===== config.mk =====
export PLATFORM = sky130hd
export DESIGN_NAME = wp_status_unit
export DESIGN_NICKNAME = d
export VERILOG_FILES = /design/src/rtl/wpsu_pkg.sv /design/src/rtl/wpsu_guard.sv /design/src/rtl/wpsu_timer.sv /design/src/rtl/wp_status_unit.sv
export SDC_FILE = /design/constraint.sdc
export NUM_CORES = 1
export LEC_CHECK = 0
export BUFFER_PORTS_ARGS = -buffer_cell sky130_fd_sc_hd__buf_2
export CAP_MARGIN = 20
export CORE_MARGIN = 3
export CORE_UTILIZATION = 50
export DETAILED_ROUTE_END_ITERATION = 8
export PLACE_DENSITY = 0.8
export SLEW_MARGIN = 30
export SYNTH_ARGS = -nofsm -noshare
export SYNTH_HDL_FRONTEND = slang
export SYNTH_SLANG_ARGS = --single-unit

===== constraint.sdc =====
create_clock -name clk -period 4.5 [get_ports clk]
set_input_delay 0.225 -clock clk [delete_from_list [all_inputs] [get_ports clk]]
set_output_delay 0.225 -clock clk [all_outputs]
set_load 0.02 [all_outputs]

===== src/rtl/wpsu_pkg.sv =====
package wpsu_pkg;

  // Region lock: top quarter, top half or everything, chosen by the protect code
  function automatic logic region_locked(input logic [1:0] bp, input logic [1:0] top2);
    case (bp)
      2'b00:   return 1'b0;
      2'b01:   return top2 == 2'b11;
      2'b10:   return top2[1];
      default: return 1'b1;
    endcase
  endfunction

  function automatic logic [7:0] pack_status(input logic wpen, input logic [1:0] bp,
                                             input logic wen, input logic busy);
    if (busy) return 8'hFF;
    return {wpen, 3'b000, bp, wen, 1'b0};
  endfunction

endpackage


===== src/rtl/wpsu_guard.sv =====
module wpsu_guard #(
  parameter int ADDR_W = 11
) (
  input  logic [1:0]        bp,
  input  logic [ADDR_W-1:0] addr,
  output logic              locked
);
  import wpsu_pkg::*;
  localparam int MSB = ADDR_W - 1;

  always_comb locked = region_locked(bp, addr[MSB -: 2]);
endmodule


===== src/rtl/wpsu_timer.sv =====
module wpsu_timer #(
  parameter int CYCLES = 500000
) (
  input  logic clk,
  input  logic rst_n,
  input  logic clr,
  input  logic load,
  output logic busy
);
  localparam int CW = $clog2(CYCLES + 1);
  logic [CW-1:0] cnt;

  always_ff @(posedge clk or negedge rst_n) begin
    if (!rst_n)         cnt <= '0;
    else if (clr)       cnt <= '0;
    else if (load)      cnt <= CW'(CYCLES);
    else if (cnt != '0) cnt <= cnt - 1'b1;
  end

  assign busy = (cnt != '0);
endmodule


===== src/rtl/wp_status_unit.sv =====
module wp_status_unit #(
  parameter int ADDR_W    = 11,
  parameter int WR_CYCLES = 500000
) (
  input  logic              clk,
  input  logic              rst_n,
  input  logic              soft_rst,
  input  logic              wp_n,
  input  logic              op_wen_set,
  input  logic              op_wen_clr,
  input  logic              op_wr_begin,
  input  logic              op_wr_is_status,
  input  logic [ADDR_W-1:0] op_addr,
  input  logic [7:0]        op_status_din,
  input  logic              op_wr_end,
  output logic [7:0]        status_q,
  output logic              busy,
  output logic              arr_permit,
  output logic              cycle_go
);
  import wpsu_pkg::*;

  logic              wen_q, wpen_q, wp_q, go_q;
  logic [1:0]        bp_q;
  logic              pend_q, pend_status_q, cancel_q;
  logic [ADDR_W-1:0] addr_q;

  // named internal events
  logic w_take, w_wp_fall, w_hw_lock, w_lock_req, w_lock_now;
  logic w_allowed, w_finish, w_accept;

  wpsu_guard #(.ADDR_W(ADDR_W)) u_guard_req (.bp(bp_q), .addr(addr_q),  .locked(w_lock_req));
  wpsu_guard #(.ADDR_W(ADDR_W)) u_guard_now (.bp(bp_q), .addr(op_addr), .locked(w_lock_now));

  wpsu_timer #(.CYCLES(WR_CYCLES)) u_timer (
    .clk(clk), .rst_n(rst_n), .clr(soft_rst), .load(w_accept), .busy(busy)
  );

  assign w_take    = ~busy & ~soft_rst;
  assign w_wp_fall = wp_q & ~wp_n;
  assign w_hw_lock = wpen_q & ~wp_n;
  assign w_allowed = pend_status_q ? (wen_q & ~w_hw_lock) : (wen_q & ~w_lock_req);
  assign w_finish  = op_wr_end & pend_q & ~soft_rst;
  assign w_accept  = w_finish & w_allowed & ~cancel_q & ~w_wp_fall;

  always_ff @(posedge clk or negedge rst_n) begin
    if (!rst_n)                       wen_q <= 1'b0;
    else if (soft_rst)                wen_q <= 1'b0;
    else if (w_finish)                wen_q <= 1'b0;
    else if (w_take && op_wen_clr)    wen_q <= 1'b0;
    else if (w_take && op_wen_set)    wen_q <= 1'b1;
  end

  // protect bits survive soft reset
  always_ff @(posedge clk or negedge rst_n) begin
    if (!rst_n) begin
      bp_q   <= 2'b00;
      wpen_q <= 1'b0;
    end else if (w_accept && pend_status_q) begin
      bp_q   <= op_status_din[3:2];
      wpen_q <= op_status_din[7];
    end
  end

  always_ff @(posedge clk or negedge rst_n) begin
    if (!rst_n) begin
      pend_q        <= 1'b0;
      pend_status_q <= 1'b0;
      cancel_q      <= 1'b0;
      addr_q        <= '0;
    end else if (soft_rst || w_finish) begin
      pend_q   <= 1'b0;
      cancel_q <= 1'b0;
    end else if (w_take && op_wr_begin) begin
      pend_q        <= 1'b1;
      pend_status_q <= op_wr_is_status;
      cancel_q      <= 1'b0;
      addr_q        <= op_addr;
    end else if (pend_q && w_wp_fall) begin
      cancel_q <= 1'b1;
    end
  end

  always_ff @(posedge clk or negedge rst_n) begin
    if (!rst_n) begin
      wp_q <= 1'b1;
      go_q <= 1'b0;
    end else begin
      wp_q <= wp_n;
      go_q <= w_accept;
    end
  end

  assign status_q   = pack_status(wpen_q, bp_q, wen_q, busy);
  assign arr_permit = wen_q & ~busy & ~w_lock_now;
  assign cycle_go   = go_q;
endmodule


==> run summary, run 1 <==
syn nets -> 187
DR DRC count -> 0
slowest stage delay, CP -> 660 ps
final wirelength -> 3154 um
top_reg_cell synth -> dfrtp_1
post-route cell area -> 1759 um2
Int Pwr -> 0.0007476 W
critical path cell sequence -> inv_1 -> ha_1 -> nor3b_2 -> nand2_1 -> or4_4 -> or2_2 -> buf_2
final std cells w/o fill -> 225
Clock Tree Root -> clkbuf_4
share of cells above drive strength 1 -> 24.59%
slew margin rel. -> 37.08%
crit path max fanout -> 17
Yosys Warn Count -> 0
largest net degree at the start of global routing -> 31
Fmax -> 0.3280 GHz
gr usage total -> 18.96%
# Post-CTS Setup Buffers -> 0
CP Launch Type -> register
Cell Pwr Density -> 773.0 nW/um2
Post-CTS Resized -> 0
global-route wire length before repair -> 5278 um
count of flip-flops with a built-in enable after synthesis -> 0
Critical Path RT -> 4280 ps
Post-synth ARST share -> 100.0%
peak supply drop -> 0.4412 mV
initial antenna violation count -> 0
Iter 0 DRT Violations -> 43
Tcrit/Tclk final -> 67.74%
Initial Util -> 54.41%
die area -> 3838 um2
clock slew at reported path FFs -> 100 ps
NetSw -> 0.0006122 W
core footprint -> 2877 um2
number of buffers created by CTS -> 5
CTS tree -> built
sum of negative setup slack -> 0 ps
row cnt -> 19
synthesized cell area -> 1565 um2
Final min period -> 3048 ps
cts hold-fix bufs -> 2
I/O Buffers -> 24
DP HPWL -> 2266 um
sequential area share after synthesis -> 48.04%
top-area cell type share of the netlist area -> 46.36%
CP Class -> register to primary output
fillers -> 247
Antenna Nets Post-Route -> 0
DP Cell Count -> 215
H-tree depth -> 2
total power -> 0.001360 W
CTS max path bufs -> 2
Vias/cell -> 5.396
Placer Congestion -> 0.8953
Critical Path Sink Type -> primary output
Hold Crit Class -> input port to register
Post-Synthesis Cells -> 158
Clock Skew -> 9.121 ps
buffers and inverters on the worst path -> 2
status -> finished, final reports clean
Synth area leaders -> dfrtp_1 (46%), xnor2_1 (6.2%), nor2_1 (5.0%)
CTS Sinks -> 30
Die Y -> 61.95 um
Distinct cells, synth -> 39
final slew viol count -> 0
via count -> 1214
Crit path max-delay family -> simple AND/OR/NAND/NOR gates
fin util -> 61.16%
Critical Path AT -> 2820 ps
sequential share of power -> 32.4%
Synth area leader -> dfrtp_1
GRT overflow -> 0
die width -> 61.95 um
DRT Pass-1 Iters -> 4
P&R area growth vs syn -> 12.39%
Leak -> 0.7875 nW
final setup vio count -> 0
Cell Area, Placed -> 1679 um2
RSZ-0062 raised after global routing -> no
final hold violation count -> 0
Worst Tran Pin Value -> 936.6 ps
Avg WL per Cell -> 14.02 um
Antenna diodes -> 0
# Max-Cap Violations -> 0
clock group share of total power -> 12.6%
Clk Latency, worst-skew pair -> 330 ps
vias in the first global route -> 1218
nets@finish -> 211
critical path's slowest cell -> or4_4
syn avg cell area -> 9.907 um2
boundary pin count -> 39
Synth Register Bits -> 30
Comb pwr share -> 55.0%
switching share of power -> 45.02%
-- kinds of logic after synthesis --
family | Yosys count | synth area share, %
AO/OA/AOI/OAI | 25 | 9.912
AND/OR/NAND/NOR | 68 | 24.06
flip-flops | 30 | 48.04
adder cells (fa/ha/maj) | 1 | 0.7992
buffers and inverters | 14 | 4.956
multiplexers | 7 | 4.956
XOR/XNOR | 13 | 7.274
-- metal layers --
layer	track usage (%)	wire length (um)	vias up
li1	-	-	598
met1	22.42	1422	585
met2	31.95	1540	26
met3	7.231	151	5
met4	5.455	40	0
met5	0	0	-
-- Yosys cell counts, types with 2 or more instances --
| library cell | count |
|---|---|
| nor2_1 | 21 |
| o21ai_0 | 3 |
| xnor2_1 | 11 |
| nand3b_1 | 4 |
| nand2_1 | 5 |
| buf_2 | 2 |
| xor2_1 | 2 |
| nand4b_1 | 2 |
| a21oi_1 | 13 |
| nand3_1 | 4 |
| clkbuf_1 | 2 |
| or2_2 | 2 |
| and2_1 | 2 |
| o31ai_1 | 2 |
| nand2b_1 | 3 |
| inv_1 | 5 |
| a211oi_1 | 4 |
| nor3_1 | 7 |
| nor4_1 | 5 |
| buf_4 | 4 |
| or4_1 | 2 |
| mux2_2 | 6 |
| dfrtp_1 | 29 |
| or2_1 | 3 |
-- state kept, by name (all words and copies together), names as in the netlist --
name	cells
u_timer.cnt	19
pend_status_q	1
wpen_q	1
wen_q	1
addr_q	2
wp_q	1
cycle_go	1
cancel_q	1
pend_q	1
bp_q	2
-- power groups by stage --
stage          Combinational, W  Clock, W  Sequential [W]
2_1_floorplan          0.000653         0        0.000422
3_3_place_gp           0.000722         0        0.000437
3_5_place_dp           0.000744         0        0.000445
4_1_cts                0.000752  0.000172        0.000440
5_1_grt                0.000836  0.000188        0.000457
6_report               0.000747  0.000171        0.000441
-- worst paths after layout --
kind	startpoint	endpoint	slack, ps	cells after the start
max	u_timer.cnt[0]$_DFFE_PN0P_	status_q[7]	1450	7
min reg2reg	addr_q[9]$_DFFE_PN0P_	addr_q[9]$_DFFE_PN0P_	520	1
max reg2reg	u_timer.cnt[11]$_DFFE_PN0P_	addr_q[10]$_DFFE_PN0P_	2090	5
max in group asynchronous	rst_n	u_timer.cnt[15]$_DFFE_PN0P_	3610	2
min in group asynchronous	rst_n	u_timer.cnt[10]$_DFFE_PN0P_	450	2
min	op_wen_clr	wen_q$_DFFE_PN0P_	70	2
-- cell type report --
class | instances | area (um2) | area share (%)
inverter | 5 | 18.77 | 1.067
clock buffer | 7 | 55.05 | 3.129
timing repair buffer | 26 | 140.1 | 7.966
tap | 42 | 52.55 | 2.987
multi-input combinational | 114 | 735.7 | 41.82
clock inverter | 1 | 5.005 | 0.2845
sequential | 30 | 752.0 | 42.75
-- cells in the final DEF, fill, tap and decap left out, drive strengths merged --
cell type / synthesis / final
dfrtp: 29 / 29
buf: 7 / 24
nor2: 21 / 21
a21oi: 13 / 13
xnor2: 11 / 11
nor3: 7 / 7
clkbuf: 2 / 7
mux2: 6 / 6
inv: 5 / 5
nor4: 5 / 5
nand2: 5 / 5
a211oi: 5 / 5
or2: 5 / 5
nand3: 4 / 4
nand3b: 4 / 4
o21ai: 3 / 3
nand2b: 3 / 3
or4: 3 / 3
or3: 3 / 3
nand4b: 2 / 2
and2: 2 / 2
o31ai: 2 / 2
xor2: 2 / 2
dlygate4sd3: 0 / 2
nor3b: 1 / 1
and3: 1 / 1
mux2i: 1 / 1
a211o: 1 / 1
nor2b: 1 / 1
a2111oi: 1 / 1
nand4: 1 / 1
ha: 1 / 1
clkinv: 0 / 1
dfstp: 1 / 1
-- worst register-to-register path, stage by stage, from the launching register on --
cell and delay [ps]:
dfrtp_1 420, nor4_1 540, and3_1 450, and2_1 380, nand3_1 200, mux2_2 310
-- metrics by stage --
stage | worst slack (ps) | hold WS [ps]
after floorplan | 2096 | -70.59
after global placement | 1851 | 290.3
after detailed placement | 1828 | 299.3
after CTS | 1445 | 66.78
after global routing | 1297 | 62.56
final | 1452 | 70.80
Note: power is estimated with default switching activity, not from simulation.
==> run 2, diff against run 1 <==
==> constraint.sdc (replaced) <==
create_clock -name clk -period 3.1 [get_ports clk]
set_input_delay 0.155 -clock clk [delete_from_list [all_inputs] [get_ports clk]]
set_output_delay 0.155 -clock clk [all_outputs]
set_load 0.02 [all_outputs]
==> run 2 against run 1 <==
Die area did not move. Register-to-register slack got worse by 1400 ps. Sequential cell count did not move. Worst hold slack worse by 39 ps. Utilization increased by 0.74 points. Via count is 1.2% higher. Count of clock-buffer cells in the layout rose by 1. Non-clock buffer count increased by 4. Clock power is 26% higher. Routed wire length decreased by 2.4%. Critical path type unchanged.
==> run summary, run 2 (synthesis gave the netlist of run 1 again) <==
status -> finished, final reports clean
Vias/cell -> 5.367 (-0.53%)
DR DRC count -> 0 (unchanged)
max reg flops -> 19 (unchanged)
number of buffers created by CTS -> 5 (unchanged)
via count -> 1229 (+1.2%)
slowest stage delay, CP -> 570 ps (-90 ps)
die width -> 61.95 um (unchanged)
Clock Tree Root -> clkbuf_4
gr usage total -> 17.86% (-1.1 points)
met2 Use GR -> 28.25% (-3.7 points)
# Max-Cap Violations -> 0 (unchanged)
CTS tree -> built
cts hold-fix bufs -> 3 (+1)
final setup vio count -> 0 (unchanged)
CP Launch Type -> register
Antenna diodes -> 0 (unchanged)
die area -> 3838 um2 (unchanged)
H-tree depth -> 2 (unchanged)
peak supply drop -> 0.4631 mV (+5.0%)
DP HPWL -> 2196 um (-3.1%)
final std cells w/o fill -> 229 (+1.8%)
final slew viol count -> 0 (unchanged)
Clock Skew -> 15.02 ps (+5.894 ps)
I/O Buffers -> 24 (unchanged)
Die Y -> 61.95 um (unchanged)
Cell Area, Placed -> 1702 um2 (+1.3%)
HP Start -> op_wr_begin
most frequent cells in the layout -> dfrtp_1 (29), buf_2 (24), nor2_1 (21)
CTS max path bufs -> 2 (unchanged)
Crit path max-delay family -> simple AND/OR/NAND/NOR gates
slew margin rel. -> 57.02% (+20 points)
Hold Crit Class -> input port to register
buffers and inverters on the worst path -> 1 (-1)
# Post-CTS Setup Buffers -> 0 (unchanged)
DRT Pass-1 Iters -> 4 (unchanged)
Critical Path AT -> 2670 ps (-150 ps)
Iter 0 DRT Violations -> 88 (+100%)
clock slew at reported path FFs -> 100 ps (about the same)
critical path's slowest cell -> or4_1
DP Cell Count -> 218 (+1.4%)
Critical Path Sink Type -> primary output
final setup margin -> 276.6 ps (-1175 ps)
Worst Tran Pin Value -> 644.8 ps (-291.8 ps)
global-route wire length before repair -> 5064 um (-4.1%)
row cnt -> 19 (unchanged)
DP Worst Slack -> 637.9 ps (-1190 ps)
initial antenna violation count -> 0 (unchanged)
Cell Pwr Density -> 1109 nW/um2 (+43%)
Critical Path RT -> 2940 ps (-1340 ps)
CP Class -> register to primary output
sum of negative setup slack -> 0 ps (unchanged)
Tcrit/Tclk final -> 91.08%
Clk Latency, worst-skew pair -> 320 ps (about the same)
Initial Util -> 54.41% (unchanged)
commonest non-fill, non-tap cell in the layout -> dfrtp_1
footprint of the multi-input gates -> 735.7 um2 (unchanged)
P&R area growth vs syn -> 13.75%
final wirelength -> 3077 um (-2.4%)
vias in the first global route -> 1155 (-5.2%)
Register Area -> 752.0 um2 (unchanged)
RSZ-0062 raised after global routing -> no
final hold violation count -> 0 (unchanged)
Final min period -> 2823 ps
largest net degree at the start of global routing -> 31 (unchanged)
Placer Congestion -> 0.9167 (+2.4%)
Most flops, register -> u_timer.cnt
Leak -> 0.7982 nW (+1.4%)
total power -> 0.001975 W (+45%)
post-route cell area -> 1780 um2 (+1.2%)
critical path cell sequence -> or4_1 -> or3_4 -> or4_4 -> or2_2 -> buf_2
Antenna Nets Post-Route -> 0 (unchanged)
met3 usage -> 5.785% (-1.4 points)
boundary pin count -> 39 (unchanged)
core footprint -> 2877 um2 (unchanged)
Post-CTS Resized -> 0 (unchanged)
nets@finish -> 215 (+1.9%)
fillers -> 239 (-3.2%)
Reg2Reg Launch Point -> u_timer.cnt[11]$_DFFE_PN0P_
peak-usage layer in the global routing report -> met2
largest registers -> u_timer.cnt x19, addr_q x2, bp_q x2
share of cells above drive strength 1 -> 24.60% (about the same)
CTS Sinks -> 30 (unchanged)
GRT overflow -> 0 (unchanged)
Avg WL per Cell -> 13.44 um (-4.1%)
crit path max fanout -> 17 (unchanged)
met1 usage -> 23.23% (+0.80 points)
Fmax -> 0.3542 GHz
CP Launch Point -> u_timer.cnt[11]$_DFFE_PN0P_
## run 2: cell types whose count changed in the layout (fill, tap and decap cells not counted), sizes merged
cell         previous run  this run
clkbuf                  7         8
buf                    24        27
clkinv                  1         0
dlygate4sd3             2         3
## run 2: per-layer routing
metal,wire length [um],vias to the layer above
met5,0,-
met4,13,0
met3,121,2
met2,1509,30
met1,1432,590
li1,-,607
## run 2: path summary, 6_finish.rpt
path                            depth (start not counted)                     endpoint  slack (ps)
max in group asynchronous                               2  u_timer.cnt[16]$_DFFE_PN0P_        2280
worst min-delay path                                    2         cancel_q$_DFFE_PN0P_          30
worst max-delay path                                    5                  status_q[7]         280
worst max register to register                          5       addr_q[10]$_DFFE_PN0P_         710
min in group asynchronous                               2  u_timer.cnt[13]$_DFFE_PN0P_         390
worst min register to register                          1        addr_q[9]$_DFFE_PN0P_         520
## run 2: power by group
group	total [W]	switching, W	internal [W]
Combinational	0.00112	0.000626	0.000493
Sequential	0.000640	0.000127	0.000513
Clock	0.000215	0.000125	0.0000904
## run 2: area by class of cell
type	instances	area share [%]
sequential	30	42.23
tap	42	2.952
multi-input combinational	114	41.32
timing repair buffer	30	9.698
clock buffer	8	2.741
inverter	5	1.054
## run 2: per-stage QoR
stage          hold WS (ps)  utilization, %
6_report              31.69           61.90
3_5_place_dp          224.8           59.16
4_1_cts               11.83           61.90
3_3_place_gp          222.0           59.16
2_1_floorplan        -140.6               -
5_1_grt               10.44           61.90
